<file path="config.mk">
export PLATFORM = sky130hd
export DESIGN_NAME = bcs_sequencer
export DESIGN_NICKNAME = d
export VERILOG_FILES = /design/src/rtl/bcs_pkg.sv /design/src/rtl/bcs_sync_edge.sv /design/src/rtl/bcs_instr_decode.sv /design/src/rtl/bcs_outcome.sv /design/src/rtl/bcs_sequencer.sv
export SDC_FILE = /design/constraint.sdc
export NUM_CORES = 1
export LEC_CHECK = 0
export BUFFER_PORTS_ARGS = -buffer_cell sky130_fd_sc_hd__buf_4
export CORE_AREA = 2 2 99 101
export CTS_CLUSTER_DIAMETER = 120
export DETAILED_ROUTE_END_ITERATION = 7
export DIE_AREA = 0 0 101 103
export PLACE_DENSITY_LB_ADDON = 0.3
export SLEW_MARGIN = 10
export SYNTH_ARGS = -nofsm -noshare
export SYNTH_HDL_FRONTEND = slang
export SYNTH_HIERARCHICAL = 1
export SYNTH_SLANG_ARGS = --single-unit
</file>
<file path="constraint.sdc">
create_clock -name clk -period 2.1 [get_ports clk]
set_input_delay 0.105 -clock clk [delete_from_list [all_inputs] [get_ports clk]]
set_output_delay 0.105 -clock clk [all_outputs]
set_load 0.005 [all_outputs]
</file>
<file path="src/rtl/bcs_pkg.sv">
package bcs_pkg;
    localparam int unsigned WORD_W = 16;
    localparam int unsigned CODE_W = 2;
    localparam int unsigned RCNT_W = 2;

    // instruction field positions
    localparam int unsigned B_RCNT_LO  = 14;
    localparam int unsigned B_R_ERR    = 11;
    localparam int unsigned B_R_STAT   = 12;
    localparam int unsigned B_R_BUSY   = 13;
    localparam int unsigned B_I_NORESP = 7;
    localparam int unsigned B_I_STAT   = 8;
    localparam int unsigned B_I_ALWAYS = 9;
    localparam int unsigned B_I_WORD   = 10;
    localparam int unsigned B_BUS      = 5;
    localparam int unsigned B_FUNC_LO  = 3;

    localparam logic [1:0] FN_EXEC = 2'b00;
    localparam logic [1:0] FN_TEST = 2'b01;
    localparam logic [1:0] FN_MON  = 2'b10;
    localparam logic [1:0] FN_NOOP = 2'b11;

    typedef enum logic [2:0] {
        ST_HALT, ST_FETCH, ST_CHECK, ST_START, ST_WAIT, ST_REPORT, ST_IRQ, ST_INC
    } state_e;

    typedef struct packed {
        logic [RCNT_W-1:0] retry_cnt;
        logic              r_busy;
        logic              r_stat;
        logic              r_err;
        logic              i_word;
        logic              i_always;
        logic              i_stat;
        logic              i_noresp;
        logic              bus;
        logic [1:0]        func;
        logic [2:0]        msg;
    } instr_t;

    typedef struct packed {
        logic no_resp;
        logic enc_err;
        logic wc_err;
        logic stat_set;
        logic busy;
    } xfer_flags_t;
endpackage

</file>
<file path="src/rtl/bcs_sync_edge.sv">
module bcs_sync_edge #(
    parameter int unsigned STAGES = 2
) (
    input  logic clk,
    input  logic rst_n,
    input  logic async_i,
    output logic level_o,
    output logic rise_o
);
    logic [STAGES:0] chain_q;
    logic [STAGES:0] chain_d;

    always_comb begin
        chain_d = {chain_q[STAGES-1:0], async_i};
    end

    always_ff @(posedge clk or negedge rst_n) begin
        if (!rst_n) chain_q <= '0;
        else        chain_q <= chain_d;
    end

    assign level_o = chain_q[STAGES-1];
    assign rise_o  = chain_q[STAGES-1] & ~chain_q[STAGES];
endmodule

</file>
<file path="src/rtl/bcs_instr_decode.sv">
module bcs_instr_decode
    import bcs_pkg::*;
(
    input  logic [WORD_W-1:0] word_i,
    input  logic              force_noop_i,
    output instr_t            dec_o
);
    logic unused_bit6;
    assign unused_bit6 = word_i[6];

    always_comb begin
        dec_o.retry_cnt = word_i[B_RCNT_LO +: RCNT_W];
        dec_o.r_err     = word_i[B_R_ERR];
        dec_o.r_stat    = word_i[B_R_STAT];
        dec_o.r_busy    = word_i[B_R_BUSY];
        dec_o.i_noresp  = word_i[B_I_NORESP];
        dec_o.i_stat    = word_i[B_I_STAT];
        dec_o.i_always  = word_i[B_I_ALWAYS];
        dec_o.i_word    = word_i[B_I_WORD];
        dec_o.bus       = word_i[B_BUS];
        dec_o.func      = force_noop_i ? FN_NOOP : word_i[B_FUNC_LO +: 2];
        dec_o.msg       = word_i[2:0];
    end
endmodule

</file>
<file path="src/rtl/bcs_outcome.sv">
module bcs_outcome
    import bcs_pkg::*;
(
    input  instr_t      dec_i,
    input  xfer_flags_t flags_i,
    output logic        retry_hit_o,
    output logic        irq_hit_o
);
    logic word_bad;

    always_comb begin
        word_bad    = flags_i.enc_err | flags_i.wc_err;
        retry_hit_o = (dec_i.r_err  & (flags_i.no_resp | word_bad))
                    | (dec_i.r_stat & flags_i.stat_set)
                    | (dec_i.r_busy & flags_i.busy);
        irq_hit_o   = dec_i.i_always
                    | (dec_i.i_noresp & flags_i.no_resp)
                    | (dec_i.i_stat   & flags_i.stat_set)
                    | (dec_i.i_word   & word_bad);
    end
endmodule

</file>
<file path="src/rtl/bcs_sequencer.sv">
module bcs_sequencer
    import bcs_pkg::*;
#(
    parameter int unsigned SYNC_STAGES = 2,
    parameter int unsigned IRQ_CYCLES  = 3
) (
    input  logic              clk,
    input  logic              rst_n,
    input  logic              halt_req_i,
    output logic              halted_o,
    output logic              store_rd_o,
    output logic [CODE_W-1:0] store_addr_o,
    input  logic [WORD_W-1:0] store_data_i,
    input  logic              cmd_err_i,
    output logic              start_o,
    output logic [1:0]        func_o,
    output logic [2:0]        msg_o,
    output logic [1:0]        bus_sel_o,
    output logic [WORD_W-1:0] rx_cmd_o,
    output logic [WORD_W-1:0] tx_cmd_o,
    output logic [WORD_W-1:0] dptr_o,
    input  logic              done_i,
    input  logic              no_resp_i,
    input  logic              enc_err_i,
    input  logic              wc_err_i,
    input  logic              stat_set_i,
    input  logic              busy_i,
    output logic              rpt_wr_o,
    output logic              rpt_retry_o,
    output logic              irq_o,
    output logic              inc_o
);
    localparam int unsigned TMR_W    = $clog2(IRQ_CYCLES + 1);
    localparam logic [CODE_W-1:0] LAST_CODE = {CODE_W{1'b1}};

    typedef struct packed {
        state_e             state;
        logic [CODE_W-1:0]  idx;
        logic [WORD_W-1:0]  instr;
        logic [WORD_W-1:0]  rx;
        logic [WORD_W-1:0]  tx;
        logic [WORD_W-1:0]  dp;
        logic               first;
        logic [RCNT_W-1:0]  retries;
        logic               retried;
        logic               irq_pend;
        logic [TMR_W-1:0]   tmr;
    } regs_t;

    regs_t r_q, r_d;

    logic        req_level, req_rise;
    instr_t      dec;
    xfer_flags_t flags;
    logic        retry_hit, irq_hit;

    bcs_sync_edge #(.STAGES(SYNC_STAGES)) u_sync (
        .clk     (clk),
        .rst_n   (rst_n),
        .async_i (halt_req_i),
        .level_o (req_level),
        .rise_o  (req_rise)
    );

    bcs_instr_decode u_dec (
        .word_i       (r_q.instr),
        .force_noop_i (r_q.first),
        .dec_o        (dec)
    );

    assign flags = '{no_resp: no_resp_i, enc_err: enc_err_i, wc_err: wc_err_i,
                     stat_set: stat_set_i, busy: busy_i};

    bcs_outcome u_out (
        .dec_i       (dec),
        .flags_i     (flags),
        .retry_hit_o (retry_hit),
        .irq_hit_o   (irq_hit)
    );

    always_comb begin
        r_d = r_q;
        unique case (r_q.state)
            ST_HALT: begin
                if (req_rise) begin
                    r_d.state = ST_FETCH;
                    r_d.idx   = '0;
                end
            end
            ST_FETCH: begin
                unique case (r_q.idx)
                    2'd0:    r_d.instr = store_data_i;
                    2'd1:    r_d.rx    = store_data_i;
                    2'd2:    r_d.tx    = store_data_i;
                    default: r_d.dp    = store_data_i;
                endcase
                r_d.idx = r_q.idx + 1'b1;
                if (r_q.idx == LAST_CODE) r_d.state = ST_CHECK;
            end
            ST_CHECK: begin
                r_d.first   = 1'b0;
                r_d.retries = dec.retry_cnt;
                r_d.retried = 1'b0;
                if (dec.func == FN_NOOP) begin
                    r_d.irq_pend = dec.i_always;
                    r_d.state    = ST_REPORT;
                end else if (cmd_err_i) begin
                    r_d.irq_pend = 1'b1;
                    r_d.state    = ST_REPORT;
                end else begin
                    r_d.state = ST_START;
                end
            end
            ST_START: r_d.state = ST_WAIT;
            ST_WAIT: begin
                if (done_i) begin
                    if (retry_hit && (r_q.retries != '0)) begin
                        r_d.retries = r_q.retries - 1'b1;
                        r_d.retried = 1'b1;
                        r_d.state   = ST_START;
                    end else begin
                        r_d.irq_pend = irq_hit;
                        r_d.state    = ST_REPORT;
                    end
                end
            end
            ST_REPORT: begin
                if (r_q.irq_pend) begin
                    r_d.tmr   = TMR_W'(IRQ_CYCLES - 1);
                    r_d.state = ST_IRQ;
                end else begin
                    r_d.state = ST_INC;
                end
            end
            ST_IRQ: begin
                if (r_q.tmr == '0) r_d.state = ST_HALT;
                else               r_d.tmr   = r_q.tmr - 1'b1;
            end
            default: begin
                r_d.idx   = '0;
                r_d.state = req_level ? ST_FETCH : ST_HALT;
            end
        endcase
    end

    always_ff @(posedge clk or negedge rst_n) begin
        if (!rst_n) begin
            r_q       <= '0;
            r_q.state <= ST_HALT;
            r_q.first <= 1'b1;
        end else begin
            r_q <= r_d;
        end
    end

    assign halted_o     = (r_q.state == ST_HALT);
    assign store_rd_o   = (r_q.state == ST_FETCH);
    assign store_addr_o = r_q.idx;
    assign start_o      = (r_q.state == ST_START);
    assign func_o       = dec.func;
    assign msg_o        = dec.msg;
    assign bus_sel_o    = {1'b0, dec.bus};
    assign rx_cmd_o     = r_q.rx;
    assign tx_cmd_o     = r_q.tx;
    assign dptr_o       = r_q.dp;
    assign rpt_wr_o     = (r_q.state == ST_REPORT);
    assign rpt_retry_o  = r_q.retried;
    assign irq_o        = (r_q.state == ST_IRQ);
    assign inc_o        = (r_q.state == ST_INC);
endmodule

</file>
==> flow_metrics.tcl, run 1 <==
set metrics [dict create \
    drtPass1Iterations 4 \
    max_freq_mhz 543 \
    grt_overflow 0 \
    finalHoldViolCount 0 \
    fp.dieArea_mm2 0.0104 \
    wire_per_inst_um 16.3 \
    worstPathRequired_ns 2.34 \
    hpwl_um 5270 \
    clock_latency_ns 0.35 \
    root_buffer "clkbuf_8" \
    setup_viol 0 \
    path_cells "nand2b_1 > a21oi_2 > o221ai_1 > mux2_1" \
    leakage_uw 0.00224 \
    ys_warn_count 6 \
    num_antenna_cells 0 \
    track_usage 0.154 \
    antenna_found_initial 0 \
    end_kind "register" \
    ant_nets 0 \
    cts_tree "built" \
    vdd_drop_max_mv 0.549 \
    synth_nets 339 \
    cts.sinks 78 \
    arrival_ns 2.08 \
    synth_area_mm2 0.00407 \
    setup_tns_ns 0 \
    hold_class "in -> reg" \
    startpoint_type "register" \
    cap_violations 0 \
    rsz0062_at_grt "no" \
    die_h_um 103 \
    initial_utilization 0.430 \
    core-area_mm2 0.00946 \
    drcViolationCount 0 \
    rows 36 \
    report.final.slew_viol_count 0 \
    grt_pass1_vias 2256 \
    numPortBuffers 88 \
    crit_fanout 17 \
    fin_worst_skew_ns 0.00888 \
    final.period_utilization 0.877 \
    place_inst 444 \
    drive_gt1_frac 0.519 \
    place.gp.congestion 0.827 \
    worstMarginPinSlew_ns 0.629 \
    grt_pass1_wl_um 12100 \
    vias 2288 \
    syn_area_per_cell_um2 13.3 \
    drtIter0Drc 48 \
    grt_max_degree 49 \
    relSlewSlack 0.580 \
    status "finished, final reports clean" \
    cts_made_buffers 9 \
    syn2layout_area_growth_pct 16.9 \
    vias_per_cell 4.83 \
    ios 90 \
    wl_um 7710 \
    nets 389 \
    timing_worst_setup_path_type "reg -> reg" \
    powerDensity_mw_per_mm2 1570 \
    cts_buffer_depth 2 \
    path_buf_inv 0 \
    crit_family "flip-flops" \
    cpPeakStageDelay_ns 0.69 \
    path_clk_slew_ns 0.08 \
    crit_slowest_cell "dfrtp_1" \
    stdcell_count 474 \
    postSynthCellCount 306 \
    cts_resized 0 \
    post_cts_buffers 0 \
    h-tree-depth 3 \
    finalCriticalPeriod_ns 1.84 \
    die_w_um 101 \
]
## report_power, final
group	leakage (uW)	internal (uW)	switching [uW]	total [uW]
clock	0.000139	1030	554	1580
sequential	0.000913	2230	522	2750
combinational	0.00119	2020	1090	3110
total	0.00224	5270	2170	7440
## cell usage in the layout, fill, tap and decap left out, drive strengths merged, types with 2 or more instances in the layout
master and instances:
a21oi 4, a22o 4, a22oi 2, and2 4, buf 100, bufinv 5
clkbuf 9, dfrtp 77, dlygate4sd3 15, ha 7, inv 9, mux2 66
nand2 8, nand2b 4, nand3 2, nor2 7, nor2b 3, nor3 3
o21ai 8, or2 2
## timing repair
action,in CTS,in global routing
endpoints found under the setup margin,0,0
endpoints found under the hold margin,82,2
hold buffers,14,1
## stage by stage
stage	hold slack (ns)	area (um^2)	setup slack, ns	util	power (uW)
3_5_place_dp	0.170	4320	0.283	0.457	5900
6_report	0.0283	4750	0.258	0.503	7440
5_1_grt	0.00603	4750	0.0683	0.503	7940
2_1_floorplan	-0.191	4070	0.491	-	5430
3_3_place_gp	0.158	4320	0.346	0.457	5820
4_1_cts	0.000733	4740	0.268	0.501	7530
## flip-flops by register name, summed over array words and instances, names as in the netlist
signal,cells
tx_cmd_o,16
store_addr_o,2
r_q,24
dptr_o,16
u_sync/chain_q,3
rx_cmd_o,16
rpt_retry_o,1
## worst register-to-register path: cells and delay by family, from the launching register on
family	cells	cell delay, ns
AO/OA/AOI/OAI	2	0.42
flip-flops	1	0.69
multiplexers	1	0.34
AND/OR/NAND/NOR	1	0.29
## routing by layer
layer,track usage,vias up,routed length (um)
met4,0.0624,0,82
li1,-,1075,-
met5,0,-,0
met3,0.0441,7,434
met2,0.228,68,3510
met1,0.215,1138,3680
## path summary, 6_finish.rpt
path	start	end	slack (ns)	depth (start not counted)
max	r_q[74]$_DFFE_PN0P_	r_q[2]$_DFFE_PN0P_	0.26	4
min reg2reg	u_sync/chain_q[0]$_DFF_PN0_	u_sync/chain_q[1]$_DFF_PN0_	0.36	0
min in group asynchronous	rst_n	dptr_o[6]$_DFFE_PN0P_	0.32	2
min	done_i	rpt_retry_o$_DFFE_PN0P_	0.03	2
max reg2reg	r_q[74]$_DFFE_PN0P_	r_q[2]$_DFFE_PN0P_	0.26	4
max in group asynchronous	rst_n	rx_cmd_o[2]$_DFFE_PN0P_	1.10	3
## area by class of cell
class,count,area (um^2)
Tap cell,114,143
Inverter,9,38.8
Fill cell,837,4710
Timing Repair Buffer,115,901
Multi-Input combinational cell,143,1440
Clock buffer,9,124
Sequential cell,78,1950
Clock inverter,6,159
Note: power is estimated with default switching activity, not from simulation.
==> inputs of run 2 (changes only) <==
Settings changed: CORE_AREA 2 2 99 101 to 2 2 90 92, DIE_AREA 0 0 101 103 to 0 0 92 94, SKIP_LAST_GASP from default to 1.
==> run 2 against run 1 <==
Compared with the run above: first-iteration DRC count rose by 25%; global-route usage rose by 1.6 points; highest routed layer unchanged; sequential power barely moved; largest cell class unchanged; die area fell by 17%; clock power fell by 15%; cell area fell by 2.6%; core utilization rose by 11 points; cell count fell by 4.2%.
==> flow_metrics.tcl, run 2 (same netlist as run 1, synthesis figures left out) <==
set metrics [dict create \
    setup_tns_ns 0 \
    reg2reg_slack_ns 0.35 \
    cts_tree "built" \
    final_common_cell "buf_4" \
    nets 380 \
    place_ws_ns 0.383 \
    max_freq_mhz 570 \
    hpwl_um 5040 \
    place.gp.congestion 0.830 \
    leakage_uw 0.00219 \
    vias 2262 \
    num_antenna_cells 0 \
    setup_viol 0 \
    wire_per_inst_um 15.5 \
    report.final.slew_viol_count 0 \
    drtIter0Drc 60 \
    r2r_start "r_q[75]$_DFFE_PN0P_" \
    cts_resized 0 \
    powerDensity_mw_per_mm2 1560 \
    numPortBuffers 88 \
    vdd_drop_max_mv 0.678 \
    root_buffer "clkbuf_8" \
    core-area_mm2 0.00761 \
    startpoint_type "register" \
    final_cell_mix "98 x buf_4, 77 x dfrtp_1, 39 x mux2_4" \
    cts_made_buffers 9 \
    drtPass1Iterations 4 \
    wl_um 7040 \
    fp.dieArea_mm2 0.00865 \
    cts.sinks 78 \
    grt_max_degree 38 \
    rows 32 \
    crit_fanout 16 \
    cp-startpoint "r_q[75]$_DFFE_PN0P_" \
    status "finished, final reports clean" \
    finalCriticalPeriod_ns 1.75 \
    rsz0062_at_grt "no" \
    fin_worst_skew_ns 0.00925 \
    clock_latency_ns 0.34 \
    holdWs_ns 0.0160 \
    grt_pass1_vias 2257 \
    ant_nets 0 \
    cts_buffer_depth 2 \
    initial_utilization 0.534 \
    fin_ws_ns 0.347 \
    path_clk_slew_ns 0.08 \
    hp-start "store_data_i[14]" \
    track_usage 0.170 \
    grt_overflow 0 \
    worstPathRequired_ns 2.33 \
    worstMarginPinSlew_ns 0.509 \
    grt_pass1_wl_um 11500 \
    die_h_um 94 \
    antenna_found_initial 0 \
    drcViolationCount 0 \
    die_w_um 92 \
    end_kind "register" \
    arrival_ns 1.98 \
    finalHoldViolCount 0 \
    timing_worst_setup_path_type "reg -> reg" \
    h-tree-depth 3 \
    ios 90 \
    cap_violations 0 \
    syn2layout_area_growth_pct 13.9 \
    drive_gt1_frac 0.528 \
    largest_reg_flops 24 \
    hold_class "in -> reg" \
    vias_per_cell 4.98 \
    final.period_utilization 0.835 \
    regMostFlops "r_q" \
    relSlewSlack 0.660 \
]
## run 2: changes by cell type in the layout (fill, tap and decap cells not counted)
cell / delta
dlygate4sd3_1: -9
buf_12: +2
buf_4: -2
bufinv_16: -2
clkbuf_1: +2
clkinv_4: -1
clkinvlp_4: +1
inv_6: +1
## run 2: cell type report
| type | instances | area, um^2 |
|---|---|---|
| flip-flops and latches | 78 | 1950 |
| multi-input cells | 143 | 1440 |
| clock buffers | 11 | 131 |
| inverters | 9 | 38.8 |
| fillers | 609 | 2980 |
| clock inverters | 5 | 106 |
| well taps | 102 | 128 |
| repair buffers | 106 | 836 |
## run 2: worst max-delay path, stage by stage (launching register included)
cell and delay (ns):
dfrtp_1 0.57, nand2b_1 0.35, a21oi_2 0.24, o221ai_1 0.16, mux2_1 0.32
## run 2: worst paths after layout
check	endpoint	cells after the start
worst max-delay path	r_q[2]$_DFFE_PN0P_	4
worst min-delay path	dptr_o[14]$_DFFE_PN0P_	2
worst max register to register	r_q[2]$_DFFE_PN0P_	4
worst min register to register	u_sync/chain_q[1]$_DFF_PN0_	0
max in group asynchronous	r_q[6]$_DFFE_PN1N_	3
min in group asynchronous	dptr_o[6]$_DFFE_PN0P_	2
## run 2: where the power goes
group | total (uW) | internal, uW | leakage [uW] | switching, uW
Sequential | 2740 | 2230 | 0.000913 | 513
Clock | 1340 | 795 | 0.000114 | 543
Combinational | 3120 | 2020 | 0.00116 | 1100
## run 2: repair_timing
| action | 4_1_cts | 5_1_grt |
|---|---|---|
| hold endpoints to repair | 40 | 1 |
| hold buffers | 5 | 1 |
| setup buffers | 0 | 0 |
## run 2: metal layers
layer / track usage / up-vias / part of all wire
li1: - / 1064 / -
met1: 0.238 / 1124 / 0.48
met2: 0.262 / 68 / 0.45
met3: 0.0457 / 6 / 0.058
met4: 0.0485 / 0 / 0.0087
met5: 0 / - / 0
## run 2: stage by stage
step | std cells | utilization | power [uW] | area, um^2
2_1_floorplan | 306 | - | 5430 | 4070
3_3_place_gp | 432 | 0.569 | 5820 | 4330
3_5_place_dp | 432 | 0.569 | 5910 | 4330
4_1_cts | 453 | 0.607 | 7280 | 4620
5_1_grt | 454 | 0.608 | 7650 | 4630
6_report | 454 | 0.608 | 7200 | 4630
==> inputs of run 3 (changes only) <==
Settings changed: ABC_AREA from default to 1, CORE_AREA 2 2 90 92 to 2 2 92 94, DIE_AREA 0 0 92 94 to 0 0 94 96.
Clock period 2.1 ns to 1.6 ns, I/O delays scaled along.
==> run 3 against run 2 <==
Compared with the run above: count of clock-buffer cells in the layout decreased by 1; critical path type is now reg -> out; via count increased by 19%; critical endpoint is now halted_o; highest routed layer unchanged; clock skew increased by 0.0021 ns.
==> flow_metrics.tcl, run 3 <==
set metrics [dict create \
    arrival_ns 1.45 \
    grt_max_degree 52 \
    final_area_mm2 0.00433 \
    postSynthCellCount 434 \
    synth_area_mm2 0.00375 \
    multi_input_area_mm2 0.00109 \
    setup_viol 0 \
    worstPathRequired_ns 1.52 \
    num_antenna_cells 0 \
    crit_fanout 9 \
    syn2layout_area_growth_pct 15.4 \
    vdd_drop_max_mv 1.02 \
    wire_per_inst_um 13.1 \
    n_fill_cell 768 \
    crit_slowest_cell "dfrtp_1" \
    largest_reg_flops 24 \
    powerDensity_mw_per_mm2 1960 \
    initial_utilization 0.466 \
    root_buffer "clkbuf_8" \
    cts_buffer_depth 2 \
    place.gp.congestion 0.881 \
    path_clk_slew_ns 0.08 \
    finalHoldViolCount 0 \
    clock_latency_ns 0.34 \
    cpPeakStageDelay_ns 0.42 \
    syn_area_per_cell_um2 8.64 \
    leakage_uw 0.00231 \
    timing_worst_setup_path_type "reg -> out" \
    ios 90 \
    cts_made_buffers 9 \
    finalCriticalPeriod_ns 1.53 \
    final.period_utilization 0.956 \
    cts_tree "built" \
    h-tree-depth 3 \
    report.final.slew_viol_count 0 \
    fp.dieArea_mm2 0.00902 \
    nets 498 \
    hold_class "in -> reg" \
    synth_nets 467 \
    drcViolationCount 0 \
    path_buf_inv 3 \
    vias 2696 \
    numPortBuffers 88 \
    die_w_um 94 \
    post_cts_buffers 0 \
    end_kind "output pin" \
    rows 33 \
    path_cells "buf_4 > nor2_2 > inv_1 > nor2_1 > buf_4" \
    max_freq_mhz 654 \
    placed_cell_area_mm2 0.00406 \
    regMostFlops "r_q" \
    reg2reg_slack_ns 0.16 \
    cp_common_cell "buf_4" \
    crit_family "flip-flops" \
    grt_pass1_wl_um 12300 \
    holdWs_ns 0.0247 \
    track_usage 0.176 \
    final_common_cell "nand2_1" \
    grt_overflow 0 \
    drtPass1Iterations 4 \
    status "finished, final reports clean" \
    startpoint_type "register" \
    drtIter0Drc 104 \
    hpwl_um 5470 \
    antenna_found_initial 0 \
    regArea_mm2 0.00195 \
    ys_warn_count 6 \
    setup_tns_ns 0 \
    drive_gt1_frac 0.255 \
    fin_worst_skew_ns 0.0113 \
    rsz0062_at_grt "yes" \
    final_cell_mix "122 x nand2_1, 95 x buf_4, 76 x dfrtp_1" \
    core-area_mm2 0.00805 \
    wl_um 7540 \
    vias_per_cell 4.69 \
    cap_violations 0 \
    grt_pass1_vias 2597 \
    cts.sinks 78 \
    ant_nets 0 \
    die_h_um 96 \
]
[run 3: path summary, 6_finish.rpt]
check	from	to	depth (start not counted)
max	r_q[75]$_DFFE_PN0P_	halted_o	5
min	store_data_i[3]	rx_cmd_o[3]$_DFFE_PN0P_	3
max reg2reg	r_q[73]$_DFFE_PN0P_	rx_cmd_o[11]$_DFFE_PN0P_	6
min reg2reg	u_sync/chain_q[0]$_DFF_PN0_	u_sync/chain_q[1]$_DFF_PN0_	0
max in group asynchronous	rst_n	r_q[6]$_DFFE_PN1N_	3
min in group asynchronous	rst_n	u_sync/chain_q[1]$_DFF_PN0_	2
[run 3: final cells by class]
type / instances / share of cell area
multi-input cells: 234 / 0.251
inverters: 43 / 0.0373
well taps: 105 / 0.0304
clock inverters: 6 / 0.0214
flip-flops and latches: 78 / 0.452
clock buffers: 10 / 0.0318
repair buffers: 99 / 0.176
[run 3: per-layer routing]
| metal | vias up | part of all wire | global-route usage |
|---|---|---|---|
| met3 | 10 | 0.042 | 0.0329 |
| met2 | 53 | 0.49 | 0.291 |
| met4 | 0 | 0.014 | 0.0773 |
| met5 | - | 0 | 0 |
| li1 | 1349 | - | - |
| met1 | 1284 | 0.45 | 0.229 |
[run 3: where the power goes]
part | total (uW) | internal (uW) | switching (uW) | leakage [uW]
clock | 1660 | 929 | 728 | 0.000109
sequential | 3530 | 2910 | 616 | 0.000948
combinational | 3300 | 1660 | 1650 | 0.00125
[run 3: worst register-to-register path: stages, from the launching register on]
cell     delay (ns)
dfrtp_2        0.48
inv_2          0.07
nor3_4         0.24
nand2_1        0.09
buf_4          0.25
nand2_1        0.09
o21ai_0        0.08
[run 3: per-stage QoR]
stage,utilization,power (uW),cells,worst slack [ns]
after floorplan,-,6150,434,0.273
after global placement,0.504,6750,556,0.0986
after detailed placement,0.504,6880,556,0.0917
after CTS,0.536,8580,575,0.0486
after global routing,0.537,9250,575,0.00910
final,0.537,8490,575,0.0705
[run 3: timing repair]
| item | 4_1_cts | 5_1_grt |
|---|---|---|
| pin swaps | 0 | 0 |
| setup endpoints to repair | 1 | 57 |
| hold buffers | 3 | 0 |
| hold endpoints to repair | 29 | 0 |
| gates resized for setup | 1 | 3 |
